## config.mk

```make
export PLATFORM = sky130hd
export DESIGN_NAME = spi_sck_gen
export DESIGN_NICKNAME = d
export VERILOG_FILES = /design/src/rtl/spiclk_pkg.sv /design/src/rtl/spi_sck_ctrl.sv /design/src/rtl/spi_sck_datapath.sv /design/src/rtl/spi_sck_gen.sv
export SDC_FILE = /design/constraint.sdc
export NUM_CORES = 1
export LEC_CHECK = 0
export BUFFER_PORTS_ARGS = -buffer_cell sky130_fd_sc_hd__buf_2
export CORE_MARGIN = 2
export CORE_UTILIZATION = 47
export CTS_BUF_LIST = sky130_fd_sc_hd__clkbuf_4 sky130_fd_sc_hd__clkbuf_8 sky130_fd_sc_hd__clkbuf_16
export CTS_CLUSTER_DIAMETER = 200
export DETAILED_ROUTE_END_ITERATION = 10
export GPL_ROUTABILITY_DRIVEN = 0
export PLACE_DENSITY = 0.72
export SYNTH_ARGS = -nofsm -noshare
export SYNTH_HDL_FRONTEND = slang
export SYNTH_SLANG_ARGS = --single-unit
```

## constraint.sdc

```tcl
create_clock -name clk -period 1.68 [get_ports clk]
set_clock_uncertainty 0.2 [all_clocks]
set_input_delay 0.168 -clock clk [delete_from_list [all_inputs] [get_ports clk]]
set_output_delay 0.168 -clock clk [all_outputs]
set_load 0.02 [all_outputs]
```

## src/rtl/spiclk_pkg.sv

```systemverilog
package spiclk_pkg;
  // control to datapath strobes
  typedef struct packed {
    logic start;   // run begins on this edge: capture config, clear count
    logic active;  // generator is running this cycle
  } clkCtl_t;
endpackage

```

## src/rtl/spi_sck_ctrl.sv

```systemverilog
module spi_sck_ctrl
  import spiclk_pkg::*;
(
  input  logic    clk,
  input  logic    rstN,
  input  logic    runReq,
  output clkCtl_t ctl
);
  logic running;

  always_ff @(posedge clk or negedge rstN) begin
    if (!rstN) running <= 1'b0;
    else       running <= runReq;
  end

  always_comb begin
    ctl.start  = runReq && !running;
    ctl.active = running;
  end

  // a run start is a single cycle: the next cycle is already running
  a_r10_start_single: assert property (@(posedge clk) disable iff (!rstN)
    ctl.start |=> (ctl.active && !ctl.start));
  // stop takes effect one cycle after the request drops
  a_r7_stop_next: assert property (@(posedge clk) disable iff (!rstN)
    (ctl.active && !runReq) |=> !ctl.active);
endmodule

```

## src/rtl/spi_sck_datapath.sv

```systemverilog
module spi_sck_datapath
  import spiclk_pkg::*;
#(
  parameter int CNT_W  = 6,
  parameter int CFG_W  = 32,
  parameter int DIV_LSB = 12,
  parameter int HI_LSB  = 6
) (
  input  logic             clk,
  input  logic             rstN,
  input  logic [CFG_W-1:0] clkCfg,
  input  clkCtl_t          ctl,
  output logic             rawSck,
  output logic             shiftStb,
  output logic             captureStb
);
  localparam logic [CNT_W-1:0] ONE = CNT_W'(1);

  logic [CNT_W-1:0] divField, hiField, divEff, hiEff;
  logic [CNT_W-1:0] divQ, hiQ, cnt;

  assign divField = clkCfg[DIV_LSB +: CNT_W];
  assign hiField  = clkCfg[HI_LSB  +: CNT_W];

  // divider 0 acts as 1; high count clamped to leave one low cycle
  always_comb begin
    divEff = (divField == '0) ? ONE : divField;
    hiEff  = (hiField >= divEff) ? (divEff - ONE) : hiField;
  end

  always_ff @(posedge clk or negedge rstN) begin
    if (!rstN) begin
      divQ <= ONE;
      hiQ  <= '0;
      cnt  <= '0;
    end else if (ctl.start) begin
      divQ <= divEff;
      hiQ  <= hiEff;
      cnt  <= '0;
    end else if (ctl.active) begin
      cnt <= (cnt == divQ) ? '0 : cnt + ONE;
    end
  end

  assign rawSck     = (cnt <= hiQ);
  assign shiftStb   = ctl.active && (cnt == '0);
  assign captureStb = ctl.active && (cnt == hiQ + ONE);

  a_r4_low_phase: assert property (@(posedge clk) disable iff (!rstN)
    ctl.active |-> (hiQ < divQ));
  a_r2_cnt_bound: assert property (@(posedge clk) disable iff (!rstN)
    ctl.active |-> (cnt <= divQ));
  a_r2_wrap: assert property (@(posedge clk) disable iff (!rstN)
    (ctl.active && cnt == divQ) |=> (cnt == '0));
  a_r8_cfg_hold: assert property (@(posedge clk) disable iff (!rstN)
    ctl.active |=> ($stable(divQ) && $stable(hiQ)));
  a_r5_strobe_excl: assert property (@(posedge clk) disable iff (!rstN)
    !(shiftStb && captureStb));
  a_r10_first_shift: assert property (@(posedge clk) disable iff (!rstN)
    ctl.start |=> (shiftStb && rawSck));
endmodule

```

## src/rtl/spi_sck_gen.sv

```systemverilog
module spi_sck_gen
  import spiclk_pkg::*;
#(
  parameter int CNT_W   = 6,
  parameter int CFG_W   = 32,
  parameter int DIV_LSB = 12,
  parameter int HI_LSB  = 6
) (
  input  logic             clk,
  input  logic             rstN,
  input  logic [CFG_W-1:0] clkCfg,
  input  logic             runReq,
  input  logic             clkNotInv,
  input  logic             idleHigh,
  output logic             sck,
  output logic             shiftStb,
  output logic             captureStb
);
  clkCtl_t ctl;
  logic    rawSck;
  logic    cfgUnused;

  // source select and low-count fields are held by software only
  assign cfgUnused = ^{clkCfg[CFG_W-1:DIV_LSB+CNT_W], clkCfg[HI_LSB-1:0]};

  spi_sck_ctrl uCtrl (
    .clk    (clk),
    .rstN   (rstN),
    .runReq (runReq),
    .ctl    (ctl)
  );

  spi_sck_datapath #(
    .CNT_W(CNT_W), .CFG_W(CFG_W), .DIV_LSB(DIV_LSB), .HI_LSB(HI_LSB)
  ) uDp (
    .clk        (clk),
    .rstN       (rstN),
    .clkCfg     (clkCfg),
    .ctl        (ctl),
    .rawSck     (rawSck),
    .shiftStb   (shiftStb),
    .captureStb (captureStb)
  );

  assign sck = ctl.active ? (clkNotInv ? rawSck : !rawSck) : idleHigh;

  a_r7_idle_level: assert property (@(posedge clk) disable iff (!rstN)
    (!ctl.active) |-> (!shiftStb && !captureStb));
endmodule

```

# Yosys cells after proc, flatten, opt, wreduce, memory -nomap -nowiden
# Index checks and enable logic that the tools add are counted.
[op_classes] addsub=3 magnitude_cmp=2 eq_ne=2 mux=7 reduce_logical=8
[ops] cell="$mux 6" n=5
[ops] cell="$add 6x1->6 const B" n=2
[ops] cell="$eq 6x6->1" n=2
[ops] cell="$logic_not 6->1" n=2
[ops] cell="$ge 6x6->1" n=1
[ops] cell="$le 6x6->1" n=1
[ops] cell="$sub 6x1->6 const B" n=1
[ops] cell="$logic_and 1x1->1" n=3
[ops] cell="$logic_not 1->1" n=2
[ops] cell="$mux 1" n=2
[ops] cell="$reduce_bool 2->1" n=1
[word_totals] reg_bits=19 input_bits=37 out_inout_bits=3 elab_cells=26

# Depth between registers and ports, before layout
[logic_depth] depth_word=4 mapped_depth=9 ltp_nobuf=9

# By module
# Synthesis repeated with hierarchy kept, for this count alone.
[unflattened] hier_cells=159 area_unflattened_um2=1487.7
[modules_own_cells] mod="spi_sck_datapath" instances=1 cells_each=154 area_each_um2=1417.6 seq_area_each_um2=451.7
[modules_own_cells] mod="spi_sck_ctrl" instances=1 cells_each=3 area_each_um2=46.3 seq_area_each_um2=25.0
[modules_own_cells] mod="spi_sck_gen" instances=1 cells_each=2 area_each_um2=23.8 seq_area_each_um2=0.0

# Worst setup path after synthesis
# OpenSTA, ideal clock, no wires.
[synth_path] path_kind="reg2out" start="register uDp.cnt[0]" end="output port sck" arrival_ps=1630 required_ps=1312 path_slack_ps=-318 path_stages_with_launch=8 n_path_buf=0 cell_sequence="dfrtp_1 > inv_1 > ha_1 > nand2b_1 > a211o_1 > a21oi_1 > xnor2_1 > a21oi_1"
[synth_via] elab_chain_len=4
[synth_lines] element="from (decl)" line_no="spi_sck_datapath.sv:20" text="logic [CNT_W-1:0] divQ, hiQ, cnt;"
[synth_lines] element="from (signal assigned)" line_no="spi_sck_datapath.sv:41" text="cnt <= (cnt == divQ) ? '0 : cnt + ONE;"
[synth_lines] element="$le 6x6->1 *" line_no="spi_sck_datapath.sv:45" text="assign rawSck = (cnt <= hiQ);"
[synth_lines] element="$logic_not 1->1" line_no="spi_sck_gen.sv:45" text="assign sck = ctl.active ? (clkNotInv ? rawSck : !rawSck) : idleHigh;"
[synth_lines] element="$mux 1 * (2 in series)" line_no="spi_sck_gen.sv:45"
[synth_lines] element="to (decl)" line_no="spi_sck_gen.sv:15" text="output logic sck,"
# Every way passes the cells marked *; elsewhere a longest branch is shown, timed or not.

# Worst setup path after layout
[layout_path] start="register uDp.cnt[2]" end="output port sck"
# Same word-level chain as after synthesis.

==> summary by stage <==
Layout
The repair_antennas step left the layout with diodes totalling 0. The net count of the finished layout is about 280. The area growth from synthesis to layout is 41.7%.

After routing the design area is about 2100 µm². The fraction of final layout cells sized beyond drive strength 1 is 38.3%.

Setup path
On the worst path, the slowest cell contributes a delay of 440 ps. The type of element launching the critical path is a flip-flop. Walking the worst path, the cells encountered are ha_4 -> nor2_1 -> a211o_1 -> a21oi_2 -> xnor2_1 -> a21oi_2 -> buf_6. STA classifies the critical path endpoint as an output port. The worst setup path is of the flip-flop to output port kind. Data arrives at the worst endpoint at ~1800 ps. The worst register-to-register path has a depth of 7.

Broken down by cell family, the worst path's largest delay share belongs to compound AO/OA/AOI/OAI gates. The required time at the worst-slack endpoint is 1310 ps. Along the worst path, the maximum fanout reaches 2. Counting both buffers and inverters, the worst setup path holds a total of 1. The largest individual stage delay along the critical path comes from the cell dfrtp_1.

The critical path's most frequent cell is a21oi_2. The logic depth of the worst setup path including buffers is 7.

Global routing
The largest net degree at the start of global routing is 20. The residual overflow from global routing is 0. The total global routing track utilization is 21.9%. The global-route wire length before repair is around 6000 µm. The via count of the first global-routing pass is 1,406.

The number of antenna violations at the first check in global routing is 0.

Floorplanning
The die covers 3660 µm². The top-level port count is 40. The initial core utilization is just under 50%.

From left edge to right edge, the die measures slightly above 60 µm. The row count is 20. The core region area is slightly above 3000 µm².

The floorplan die height is 60.5 µm.

Logic synthesis
For this run, the number of Yosys warnings is 0. The mean instance size in the synthesized netlist is approximately 8.9 µm². The area fraction in compound gates after synthesis is 16.8%. After synthesis, the largest family of logic cells by area is simple AND/OR/NAND/NOR gates. The mapped netlist covers ~1500 µm². After Yosys synthesis, and, or, nand and nor cells account for 16.8% of the synthesized area. The gate count of the mapped netlist is 168. The adder and majority gate portion of the synthesized area is roughly an eighth. The sequential share of the synthesized area is 31.8%. Counting every net in the synthesized netlist gives 221. Of the total synthesized cell area, the portion taken by XOR and XNOR cells is 12.7%.

The number of different library cells used by synthesis comes to 38. Multiplexer cells account for 1.33% of the synthesized area. After synthesis the netlist holds a flip-flop and latch count of 19.

Power
The total power per unit cell area is between 800 and 900 nW/µm². Total power for the finished layout comes to between 1.5 and 2 mW. The maximum vdd drop is roughly 0.34 mV.

In this run the static leakage power is a little over 1 nW.

Clocking
The buffer type at the clock tree root is clkbuf_4. In this run the number of H-tree levels came out at 1. The total number of clock tree sinks is 19. The TritonCTS clock tree is done. The clock tree buffer depth is 2. Clock-pin slew was measured on the worst setup and hold paths at 120 ps. The clock latency at the later pin of the worst-skew pair is roughly 300 ps.

Counting the buffers created by CTS gives 3.

Timing
Setup repair after global routing could not meet its margin everywhere. The fmax is 0.453 GHz. The least setup slack across all paths after layout is -530 ps.

The final critical path takes up 132% of the cycle. For the pin with the worst max-slew slack, the measured transition is 412 ps. Counting I/O delays and the setup requirement, the final critical path takes 2210 ps.

Setup violations remaining at the end of the flow were counted as 9. The number of max-slew violations in the final report is 0. The number of endpoints with negative hold slack in the final report was 0. The worst slew margin relative to its limit is 72.5%.

Placement
Detailed placement finished with a half-perimeter wire length of slightly below 3000 µm. The count of buffers added on input and output ports is 19. In this run the cell area measured after placement is 1850 µm².

Route
The count of nets left with antenna violations once routing finished came out at 0. The total detailed-routing wirelength is 3840 µm. After detailed routing, the number of vias per cell comes to 5.31. The number of violations reported at the end of detailed-routing iteration 0 is just over 70.

The number of remaining DRC errors is 0. Detailed routing inserted a total of 1,413 vias. Dividing the detail-routed wire length by the instance count gives 14.4 µm. Before antenna repair, the detailed router went through 4 iterations.

Min path
The path type of the worst min-delay path is input port to flip-flop. Counting instances, the worst hold path has a depth of 3.

Outcome
The run finished, with violations left. The final reports fail on negative setup slack.

Flow run
Max-cap violations in this run came to 0.
-- worst register-to-register path, stage by stage, from the launching register on --
cell and delay (ps):
dfrtp_1 440, buf_4 200, xnor2_2 170, nand4_2 130, o31ai_4 270, buf_4 170, o22ai_1 50, a21o_1 180
-- state kept, by name, indices dropped and copies added, names as in the netlist --
name           cells
uDp.cnt            6
uDp.hiQ            6
uCtrl.running      1
uDp.divQ           6
-- synth_stat cells --
cell       n  area, µm²
nand4b_1   1       8.76
o31ai_4    1       21.3
clkbuf_1   2       7.51
mux2i_1    2       20.0
nand2_1   16       60.1
o21ai_1    2       10.0
xor2_1     3       26.3
o21ai_2    1       8.76
nand3_1    7       35.0
nand4_1    1       6.26
and3_1     1       6.26
o22ai_1    5       31.3
buf_2      2       10.0
nor3b_1    1       7.51
inv_1     15       56.3
o211a_1    1       10.0
xnor2_1   12        105
o21ai_0   11       55.1
xnor2_4    1       27.5
or3_1      1       6.26
nor3_1     5       25.0
and2_1     2       12.5
a21o_1     4       30.0
a211oi_1   1       7.51
o221ai_1   1       8.76
a31oi_1    2       12.5
buf_6      3       33.8
nand4_2    1       12.5
nor4_1     1       6.26
a211o_1    2       17.5
ha_1      16        200
nand2b_1   3       18.8
xnor2_2    2       32.5
nor2b_1    1       6.26
a21oi_1    8       40.0
dfrtp_1   18        450
nor2_1    11       41.3
dfstp_2    1       26.3
-- metrics by stage --
stage | cells | utilization [%] | hold slack (ps) | setup TNS (ps) | setup slack [ps]
floorplan | 168 | - | -328 | -361 | -196
global placement | 253 | 60.7 | -78.1 | -1790 | -219
detailed placement | 253 | 60.7 | -73.1 | -2520 | -339
CTS | 265 | 65.2 | 15.6 | -1990 | -543
global route | 266 | 69.7 | 56.1 | -2770 | -652
finish | 266 | 69.7 | 55.2 | -2070 | -530
-- kinds of logic (layout without fill, tap and decap cells) --
group,Yosys count,after routing
buf+inv,22,75
mux,2,2
flops,19,19
compound gates,39,40
simple gates,52,52
fa+ha+maj,16,16
xor+xnor,18,18
-- report_power, final --
part	internal, mW	total, mW	switching (mW)
Clock	0.0886	0.236	0.148
Combinational	0.485	0.947	0.462
Sequential	0.526	0.593	0.0665
Total	1.10	1.78	0.676
-- cells in the final DEF (no fill, tap or decap), types with 2 or more instances in the layout --
master | Yosys | routed
a21o_1 | 4 | 4
nor3_1 | 5 | 3
dlygate4sd3_1 | 0 | 6
inv_2 | 0 | 4
xnor2_2 | 2 | 4
o21ai_1 | 2 | 4
inv_1 | 15 | 11
a21oi_2 | 0 | 3
dfrtp_1 | 18 | 18
o21ai_0 | 11 | 9
nor3_4 | 0 | 2
ha_1 | 16 | 11
o21ai_4 | 0 | 2
a211o_1 | 2 | 2
a21oi_1 | 8 | 4
nand3_1 | 7 | 7
and2_1 | 2 | 2
buf_6 | 3 | 5
xor2_1 | 3 | 3
nor2_1 | 11 | 10
buf_4 | 0 | 30
nand2_1 | 16 | 15
clkbuf_4 | 0 | 3
buf_2 | 2 | 15
nand2b_4 | 0 | 2
o22ai_1 | 5 | 5
xnor2_1 | 12 | 10
mux2i_1 | 2 | 2
ha_4 | 0 | 4
-- path summary, 6_finish.rpt --
kind / start / end / slack (ps)
worst max-delay path: uDp.cnt[2] / sck / -530
worst min-delay path: clkCfg[9] / uDp.hiQ[3] / 60
worst max register to register: uDp.cnt[2] / uDp.cnt[2] / -230
worst min register to register: uDp.divQ[0] / uDp.divQ[0] / 310
max in group asynchronous: rstN / uDp.divQ[0] / 830
min in group asynchronous: rstN / uCtrl.running / 120
-- per-layer routing --
metal  vias up  track usage (%)  wire (µm)
li1        693                -          -
met1       675             24.4       1540
met2        33             41.9       2080
met3        12             2.35         96
met4         0             9.01        118
met5         -                0          0
-- repair_timing --
item                                    CTS  global route
endpoints found under the setup margin   10            15
hold buffers                              6             0
buffers inserted                          1             1
hold endpoints to repair                 24             0
pin swaps                                 2            11
cloned                                    1             0
gates resized for setup                   8            24
-- area by class of cell --
cell class,count,area [µm²]
multi-input cells,128,1090
fillers,248,926
flip-flops and latches,19,477
repair buffers,56,417
inverters,15,56.3
well taps,44,55.1
clock buffers,3,22.5
clock inverters,1,5.00
(Power assumes the default switching activity.)
